$ cat config.mk
export PLATFORM = sky130hd
export DESIGN_NAME = rs_parity_inserter
export DESIGN_NICKNAME = d
export VERILOG_FILES = /design/src/rtl/rs_enc_pkg.sv /design/src/rtl/rs_delay_line.sv /design/src/rtl/rs_slot_tracker.sv /design/src/rtl/rs_parity_lfsr.sv /design/src/rtl/rs_parity_inserter.sv
export SDC_FILE = /design/constraint.sdc
export NUM_CORES = 1
export LEC_CHECK = 0
export BUFFER_PORTS_ARGS = -buffer_cell sky130_fd_sc_hd__buf_2
export CAP_MARGIN = 25
export CORE_MARGIN = 2
export CORE_UTILIZATION = 35
export CTS_BUF_LIST = sky130_fd_sc_hd__clkbuf_8
export DETAILED_ROUTE_END_ITERATION = 8
export PLACE_DENSITY = 0.51
export SETUP_SLACK_MARGIN = 0.2
export SLEW_MARGIN = 5
export SYNTH_ARGS = -nofsm -noshare
export SYNTH_HDL_FRONTEND = slang
export SYNTH_SLANG_ARGS = --single-unit
$ cat constraint.sdc
create_clock -name clk -period 3.7 [get_ports clk]
set_clock_uncertainty 0.1 [all_clocks]
set_input_delay 0 -clock clk [delete_from_list [all_inputs] [get_ports clk]]
set_output_delay 0 -clock clk [all_outputs]
set_load 0.05 [all_outputs]
$ cat src/rtl/rs_enc_pkg.sv
// Shared definitions for the parity encoder: slot classification and
// GF(2^8) multiplication. Assumes the field polynomial has bit 8 set.
package rs_enc_pkg;

    typedef enum logic [1:0] {
        SLOT_NONE = 2'd0,
        SLOT_MSG  = 2'd1,
        SLOT_PAR  = 2'd2
    } slot_e;

    // Multiply two field elements, reducing by the given field polynomial.
    function automatic logic [7:0] gf_mul(input logic [7:0] a,
                                          input logic [7:0] b,
                                          input logic [8:0] poly);
        logic [7:0] acc;
        logic [7:0] x;
        acc = '0;
        x   = a;
        for (int i = 0; i < 8; i++) begin
            if (b[i]) acc = acc ^ x;
            x = x[7] ? ((x << 1) ^ poly[7:0]) : (x << 1);
        end
        return acc;
    endfunction

endpackage

$ cat src/rtl/rs_delay_line.sv
// Fixed shift register of DEPTH stages, DEPTH may be zero (wire through).
// Assumes synchronous active-low reset clears every stage.
module rs_delay_line #(
    parameter int W     = 10,
    parameter int DEPTH = 1
) (
    input  logic         clk,
    input  logic         rst_n,
    input  logic [W-1:0] d,
    output logic [W-1:0] q
);

    generate
        if (DEPTH == 0) begin : g_wire
            assign q = d;
        end else begin : g_regs
            logic [W-1:0] taps [DEPTH];

            // Shift the word one stage per clock.
            always_ff @(posedge clk) begin
                if (!rst_n) begin
                    for (int i = 0; i < DEPTH; i++) taps[i] <= '0;
                end else begin
                    taps[0] <= d;
                    for (int i = 1; i < DEPTH; i++) taps[i] <= taps[i-1];
                end
            end

            assign q = taps[DEPTH-1];

            a_r4_first_tap_follows: assert property (@(posedge clk) disable iff (!rst_n)
                $past(rst_n) |-> taps[0] == $past(d));
        end
    endgenerate

endmodule

$ cat src/rtl/rs_slot_tracker.sv
// Classifies each input byte as message, check slot or neither.
// Assumes span_mode is static while a codeword is in flight.
module rs_slot_tracker
    import rs_enc_pkg::*;
#(
    parameter int MSG_LEN = 188,
    parameter int NPAR    = 16
) (
    input  logic  clk,
    input  logic  rst_n,
    input  logic  span_mode,
    input  logic  in_valid,
    input  logic  in_phase,
    output slot_e slot,
    output logic  start,
    output logic  last_par
);

    localparam int CW = $clog2(MSG_LEN + 1);
    localparam int PW = $clog2(NPAR + 1);
    localparam logic [CW-1:0] MSG_LIM = CW'(MSG_LEN);
    localparam logic [PW-1:0] PAR_LIM = PW'(NPAR);

    logic          armed;
    logic [CW-1:0] msg_cnt;
    logic [PW-1:0] par_cnt;
    logic          msg_room;
    logic          par_room;

    // Decide the role of the byte presented this cycle.
    always_comb begin
        start    = in_valid && in_phase && armed;
        msg_room = msg_cnt < MSG_LIM;
        par_room = par_cnt < PAR_LIM;
        slot     = SLOT_NONE;
        if (in_valid) begin
            if (start) begin
                slot = SLOT_MSG;
            end else if (span_mode) begin
                if (in_phase) begin
                    if (msg_room)      slot = SLOT_MSG;
                    else if (par_room) slot = SLOT_PAR;
                end
            end else begin
                if (in_phase)      slot = SLOT_MSG;
                else if (par_room) slot = SLOT_PAR;
            end
        end
        last_par = (slot == SLOT_PAR) && (par_cnt == PAR_LIM - PW'(1));
    end

    // Arm a new codeword start whenever the phase input is seen low.
    always_ff @(posedge clk) begin
        if (!rst_n)                armed <= 1'b1;
        else if (!in_phase)        armed <= 1'b1;
        else if (in_valid)         armed <= 1'b0;
    end

    // Count message bytes of the current codeword (saturating at MSG_LEN).
    always_ff @(posedge clk) begin
        if (!rst_n)                                  msg_cnt <= '0;
        else if (start)                              msg_cnt <= CW'(1);
        else if (slot == SLOT_MSG && msg_room)       msg_cnt <= msg_cnt + CW'(1);
    end

    // Count check slots used; starts full so no slots exist before a codeword.
    always_ff @(posedge clk) begin
        if (!rst_n)                par_cnt <= PAR_LIM;
        else if (start)            par_cnt <= '0;
        else if (slot == SLOT_PAR) par_cnt <= par_cnt + PW'(1);
    end

    a_r8_start_clears_counts: assert property (@(posedge clk) disable iff (!rst_n)
        start |=> (msg_cnt == CW'(1)) && (par_cnt == '0));

    a_r6_par_count_bounded: assert property (@(posedge clk) disable iff (!rst_n)
        par_cnt <= PAR_LIM);

endmodule

$ cat src/rtl/rs_parity_lfsr.sv
// Division LFSR over GF(2^8): accumulates the remainder over message bytes
// and shifts it out, highest degree first, over the check slots.
// Assumes slot and start come from rs_slot_tracker in the same cycle.
module rs_parity_lfsr
    import rs_enc_pkg::*;
#(
    parameter int          NPAR       = 16,
    parameter logic [8:0]  FIELD_POLY = 9'h11D
) (
    input  logic       clk,
    input  logic       rst_n,
    input  slot_e      slot,
    input  logic       start,
    input  logic       last_par,
    input  logic [7:0] in_data,
    output logic [7:0] par_byte
);

    // Expand the product of (x + 2^i), i = 0..NPAR-1; index j is the x^j term.
    function automatic logic [NPAR:0][7:0] gen_coeffs();
        logic [NPAR:0][7:0] g;
        logic [7:0]         root;
        g    = '0;
        g[0] = 8'd1;
        root = 8'd1;
        for (int i = 0; i < NPAR; i++) begin
            for (int j = NPAR; j >= 1; j--)
                g[j] = g[j-1] ^ gf_mul(g[j], root, FIELD_POLY);
            g[0] = gf_mul(g[0], root, FIELD_POLY);
            root = gf_mul(root, 8'd2, FIELD_POLY);
        end
        return g;
    endfunction

    localparam logic [NPAR:0][7:0] GEN = gen_coeffs();

    logic [NPAR-1:0][7:0] rem_q;
    logic [NPAR-1:0][7:0] rem_d;
    logic [NPAR-1:0][7:0] base;
    logic [7:0]           fb;

    // Next remainder: divide on message bytes, plain shift on check slots.
    always_comb begin
        base  = start ? '0 : rem_q;
        fb    = in_data ^ base[NPAR-1];
        rem_d = rem_q;
        case (slot)
            SLOT_MSG: begin
                rem_d[0] = gf_mul(fb, GEN[0], FIELD_POLY);
                for (int j = 1; j < NPAR; j++)
                    rem_d[j] = base[j-1] ^ gf_mul(fb, GEN[j], FIELD_POLY);
            end
            SLOT_PAR: begin
                rem_d[0] = '0;
                for (int j = 1; j < NPAR; j++)
                    rem_d[j] = base[j-1];
            end
            default: ;
        endcase
    end

    // Hold the remainder register.
    always_ff @(posedge clk) begin
        if (!rst_n) rem_q <= '0;
        else        rem_q <= rem_d;
    end

    assign par_byte = rem_q[NPAR-1];

    a_r2_empty_after_last_check: assert property (@(posedge clk) disable iff (!rst_n)
        last_par |=> rem_q == '0);

endmodule

$ cat src/rtl/rs_parity_inserter.sv
// Top: inserts Reed-Solomon check bytes into host-provided empty slots.
// Latency is 1 + EXTRA_STAGES cycles for data, valid and phase alike.
// Assumes bypass and span_mode change only between codewords.
module rs_parity_inserter
    import rs_enc_pkg::*;
#(
    parameter int         MSG_LEN      = 188,
    parameter int         NPAR         = 16,
    parameter logic [8:0] FIELD_POLY   = 9'h11D,
    parameter int         EXTRA_STAGES = 1
) (
    input  logic       clk,
    input  logic       rst_n,
    input  logic       bypass,
    input  logic       span_mode,
    input  logic [7:0] in_data,
    input  logic       in_valid,
    input  logic       in_phase,
    output logic [7:0] out_data,
    output logic       out_valid,
    output logic       out_phase
);

    slot_e      slot;
    logic       start;
    logic       last_par;
    logic [7:0] par_byte;
    logic [7:0] s_data;
    logic       s_valid;
    logic       s_phase;
    logic [9:0] tail;

    rs_slot_tracker #(
        .MSG_LEN (MSG_LEN),
        .NPAR    (NPAR)
    ) u_tracker (
        .clk       (clk),
        .rst_n     (rst_n),
        .span_mode (span_mode),
        .in_valid  (in_valid),
        .in_phase  (in_phase),
        .slot      (slot),
        .start     (start),
        .last_par  (last_par)
    );

    rs_parity_lfsr #(
        .NPAR       (NPAR),
        .FIELD_POLY (FIELD_POLY)
    ) u_lfsr (
        .clk      (clk),
        .rst_n    (rst_n),
        .slot     (slot),
        .start    (start),
        .last_par (last_par),
        .in_data  (in_data),
        .par_byte (par_byte)
    );

    // First output stage: substitute check bytes unless bypassed.
    always_ff @(posedge clk) begin
        if (!rst_n) begin
            s_data  <= '0;
            s_valid <= 1'b0;
            s_phase <= 1'b0;
        end else begin
            s_valid <= in_valid;
            s_phase <= in_phase;
            s_data  <= (!bypass && slot == SLOT_PAR) ? par_byte : in_data;
        end
    end

    rs_delay_line #(
        .W     (10),
        .DEPTH (EXTRA_STAGES)
    ) u_tail (
        .clk   (clk),
        .rst_n (rst_n),
        .d     ({s_valid, s_phase, s_data}),
        .q     (tail)
    );

    assign {out_valid, out_phase, out_data} = tail;

    a_r5_bypass_passes_data: assert property (@(posedge clk) disable iff (!rst_n)
        $past(rst_n) && $past(bypass) |-> s_data == $past(in_data));

    a_r3_check_slot_uses_remainder: assert property (@(posedge clk) disable iff (!rst_n)
        $past(rst_n) && !$past(bypass) && $past(slot) == SLOT_PAR |-> s_data == $past(par_byte));

endmodule

==> summary.md <==
| Metric | Value |
|---|---|
| Detailed Routing Iterations Pass 1 | 5 |
| DIE WIDTH | 171.2 µm |
| Most common cell in the netlist | dfxtp_1 |
| Critical path launch point type | flop |
| Initial Util | 35.40% |
| Rel. slew slack | 42.28% |
| Root Buffer | clkbuf_8 |
| Clock power share | 22.0% |
| Hold Fails Final Rpt | 0 |
| 1st-iter DRT viols | 474 |
| Area delta synth->final | 10.63% |
| Rows | 61 |
| CTS tree | built |
| Via density per instance | 4.853 |
| Critical Path AT | 3.59 ns |
| Net Sw Power | 2.557 mW |
| Max Fclk | 0.3029 GHz |
| Async S/R FF share, synth | 0% |
| Worst hold path class | input pin to flop |
| Crit. End Element | flop |
| Die Y | 171.2 µm |
| DIE AREA | 0.02930 mm² |
| Final Cycle Share | 89.22% |
| GPL Wtd Cong | 0.7865 |
| Antenna cell count | 0 |
| Worst-Skew Late Latency | 0.49 ns |
| Final setup viols | 0 |
| Total Routing Usage GR | 17.79% |
| Syn Area/Cell | 8.991 µm² |
| Vias in the first global route | 6998 |
| Htree depth | 4 |
| Area leader, netlist | dfxtp_1 |
| Wire per inst | 16.92 µm |
| CTS Buffer Depth | 2 |
| Syn nets | 1107 |
| LEAKAGE | 4.833 nW |
| Clock sink total | 162 |
| Residual DRC count | 0 |
| Crit Path Max Fanout | 8 |
| Internal | 3.891 mW |
| Post-synth top area share | 33.15% |
| Max-Cap Viols | 0 |
| Worst EP required | 3.98 ns |
| Max layer used | met4 |
| Synth warnings | 0 |
| Seq/Total Area, Yosys | 33.15% |
| Post-Syn Instances | 1088 |
| Total global routing overflow | 0 |
| Seq cells post-synth | 162 |
| Port Buffers | 23 |
| Power consumption | 6.448 mW |
| Comb power frac | 46.5% |
| Filler cells | 2843 |
| Final Max Tran Viols | 0 |
| Post-synth EDFFs | 0 |
| CTS buffer count | 17 |
| DP HPWL | 16.45 mm |
| Mapped cell area | 0.009782 mm² |
| Non-Filler Instances | 1479 |
| Met3 wire length | 644 µm |
| Synth top cells by count | 162 x dfxtp_1, 143 x nand2_1, 108 x xnor2_1 |
| Sequential Power Share | 31.5% |
| M1 WL | 12.78 mm |
| Status | completed |
| Via count | 7178 |
| Clock transition at path regs | 0.12 ns |
| Fraction of layout cells with a size suffix above 1 | 11.08% |
| Setup TNS | 0 ns |
| Num ports | 24 |
| Min Clock Period, post-route | 3.301 ns |
| Dominant cells by area after synthesis | dfxtp_1 33%, xnor2_1 9.7%, xor2_1 7.3%, o211a_1 6.5%, nand2_1 5.5% |
| Nets | 1107 |
| Slew @ Worst Pin | 0.8658 ns |
| Worst setup path category | flop to flop |
| Core Area | 0.02763 mm² |
| Top_reg_cell synth | dfxtp_1 |
| Max VDD drop | 0.2398 mV |
| Pin count of the biggest net entering global routing | 85 |
| Initial antenna violation count | 0 |
| Inst Count DP | 1434 |
| Metal2 WL | 11.19 mm |
| Min Hold Slack | 0.02219 ns |
| PwrDens | 595.8 mW/mm² |
| Switching share of power | 39.66% |
| First-pass GRT wire length | 40.26 mm |
| Distinct cells, synth | 56 |
| RSZ-0062 raised after global routing | no |
| Final core utilization | 39.17% |
| Antenna Nets Post-Route | 0 |
| Total Wirelength | 25.03 mm |
[final timing paths]
| path | startpoint | to | slack, ns | cells past startpoint |
|---|---|---|---|---|
| min | bypass | s_data[0]$_SDFF_PN0_ | 0.02 | 4 |
| min reg2reg | s_data[0]$_SDFF_PN0_ | u_tail.g_regs.taps[0][0]$_SDFF_PN0_ | 0.34 | 1 |
| max | u_tracker.msg_cnt[3]$_SDFFE_PP0P_ | s_data[3]$_SDFF_PN0_ | 0.40 | 11 |
| max reg2reg | u_tracker.msg_cnt[3]$_SDFFE_PP0P_ | s_data[3]$_SDFF_PN0_ | 0.40 | 11 |
[kinds of logic after synthesis]
group,after synthesis,share of synthesized area (%)
flip-flops,162,33.15
buffers and inverters,91,4.374
adder cells (fa/ha/maj),5,0.6395
multiplexers,10,1.023
XOR/XNOR,229,25.86
AO/OA/AOI/OAI,215,16.63
AND/OR/NAND/NOR,376,18.32
[area by class of cell]
type | instances | area, µm² | share of cell area, %
Inverter | 5 | 18.77 | 0.1734
Timing Repair Buffer | 67 | 518.0 | 4.787
Tap cell | 378 | 473.0 | 4.370
Multi-Input combinational cell | 835 | 6151 | 56.84
Clock buffer | 17 | 234.0 | 2.162
Sequential cell | 162 | 3243 | 29.97
Clock inverter | 15 | 183.9 | 1.700
[through the flow]
step	setup slack (ns)	area, µm²
5_1_grt	0.2078	10820
6_report	0.3987	10820
2_1_floorplan	0.9871	9782
4_1_cts	0.2168	10820
3_3_place_gp	0.6025	10270
3_5_place_dp	0.6071	10270
[flip-flops by register name (all words and copies together), names as in the netlist]
signal              flops
s_data                  8
u_lfsr.par_byte         8
s_phase                 1
u_tracker.armed         1
u_tracker.par_cnt       5
u_lfsr.rem_q          120
u_tracker.msg_cnt       8
u_tail.g_regs.taps     10
s_valid                 1
[routing by layer]
| layer | GRT usage (%) | vias up |
|---|---|---|
| met1 | 25.09 | 3399 |
| met4 | 5.859 | 0 |
| met3 | 2.094 | 25 |
| li1 | - | 3639 |
| met5 | 0 | - |
| met2 | 28.24 | 115 |
[cell usage in the layout, fill, tap and decap left out, drive strengths merged, types with 3 or more instances in the layout]
cell and count:
a211o 6, a21boi 3, a21oi 46, a22oi 6, a31oi 8, and2 22
and3 9, buf 54, clkbuf 17, clkinv 5, dfxtp 162, dlygate4sd3 13
ha 5, inv 13, mux2i 10, nand2 144, nand2b 78, nand3 5
nand4 6, nor2 83, nor2b 16, nor3 6, o211a 66, o211ai 10
o21ai 59, o221ai 4, xnor2 121, xnor3 23, xor2 84
[repair_timing]
item                                    in CTS  in global routing
resized for setup                            0                  1
setup buffers                                0                  0
endpoints found under the setup margin       0                  1
hold buffers                                13                  0
hold endpoints to repair                    41                  0
[worst max-delay path: stages (launching register included)]
cell and delay [ns]:
dfxtp_1 0.37, and4_1 0.20, o21ai_0 0.29, nor2_1 0.09
and3_1 0.18, o21ai_0 0.36, inv_1 0.16, ha_1 0.33
nand2b_2 0.29, mux2i_1 0.22, nor2b_1 0.06, dlygate4sd3_1 0.54
[power groups by stage]
stage               sequential [mW]  combinational (mW)  clock [mW]
CTS                            2.03                3.02        1.45
finish                         2.03                3.00        1.42
global placement               2.06                2.99           0
detailed placement             2.07                2.99           0
floorplan                      2.05                2.33           0
global route                   2.05                3.29        1.52
Power figures use the tool's default switching activity.
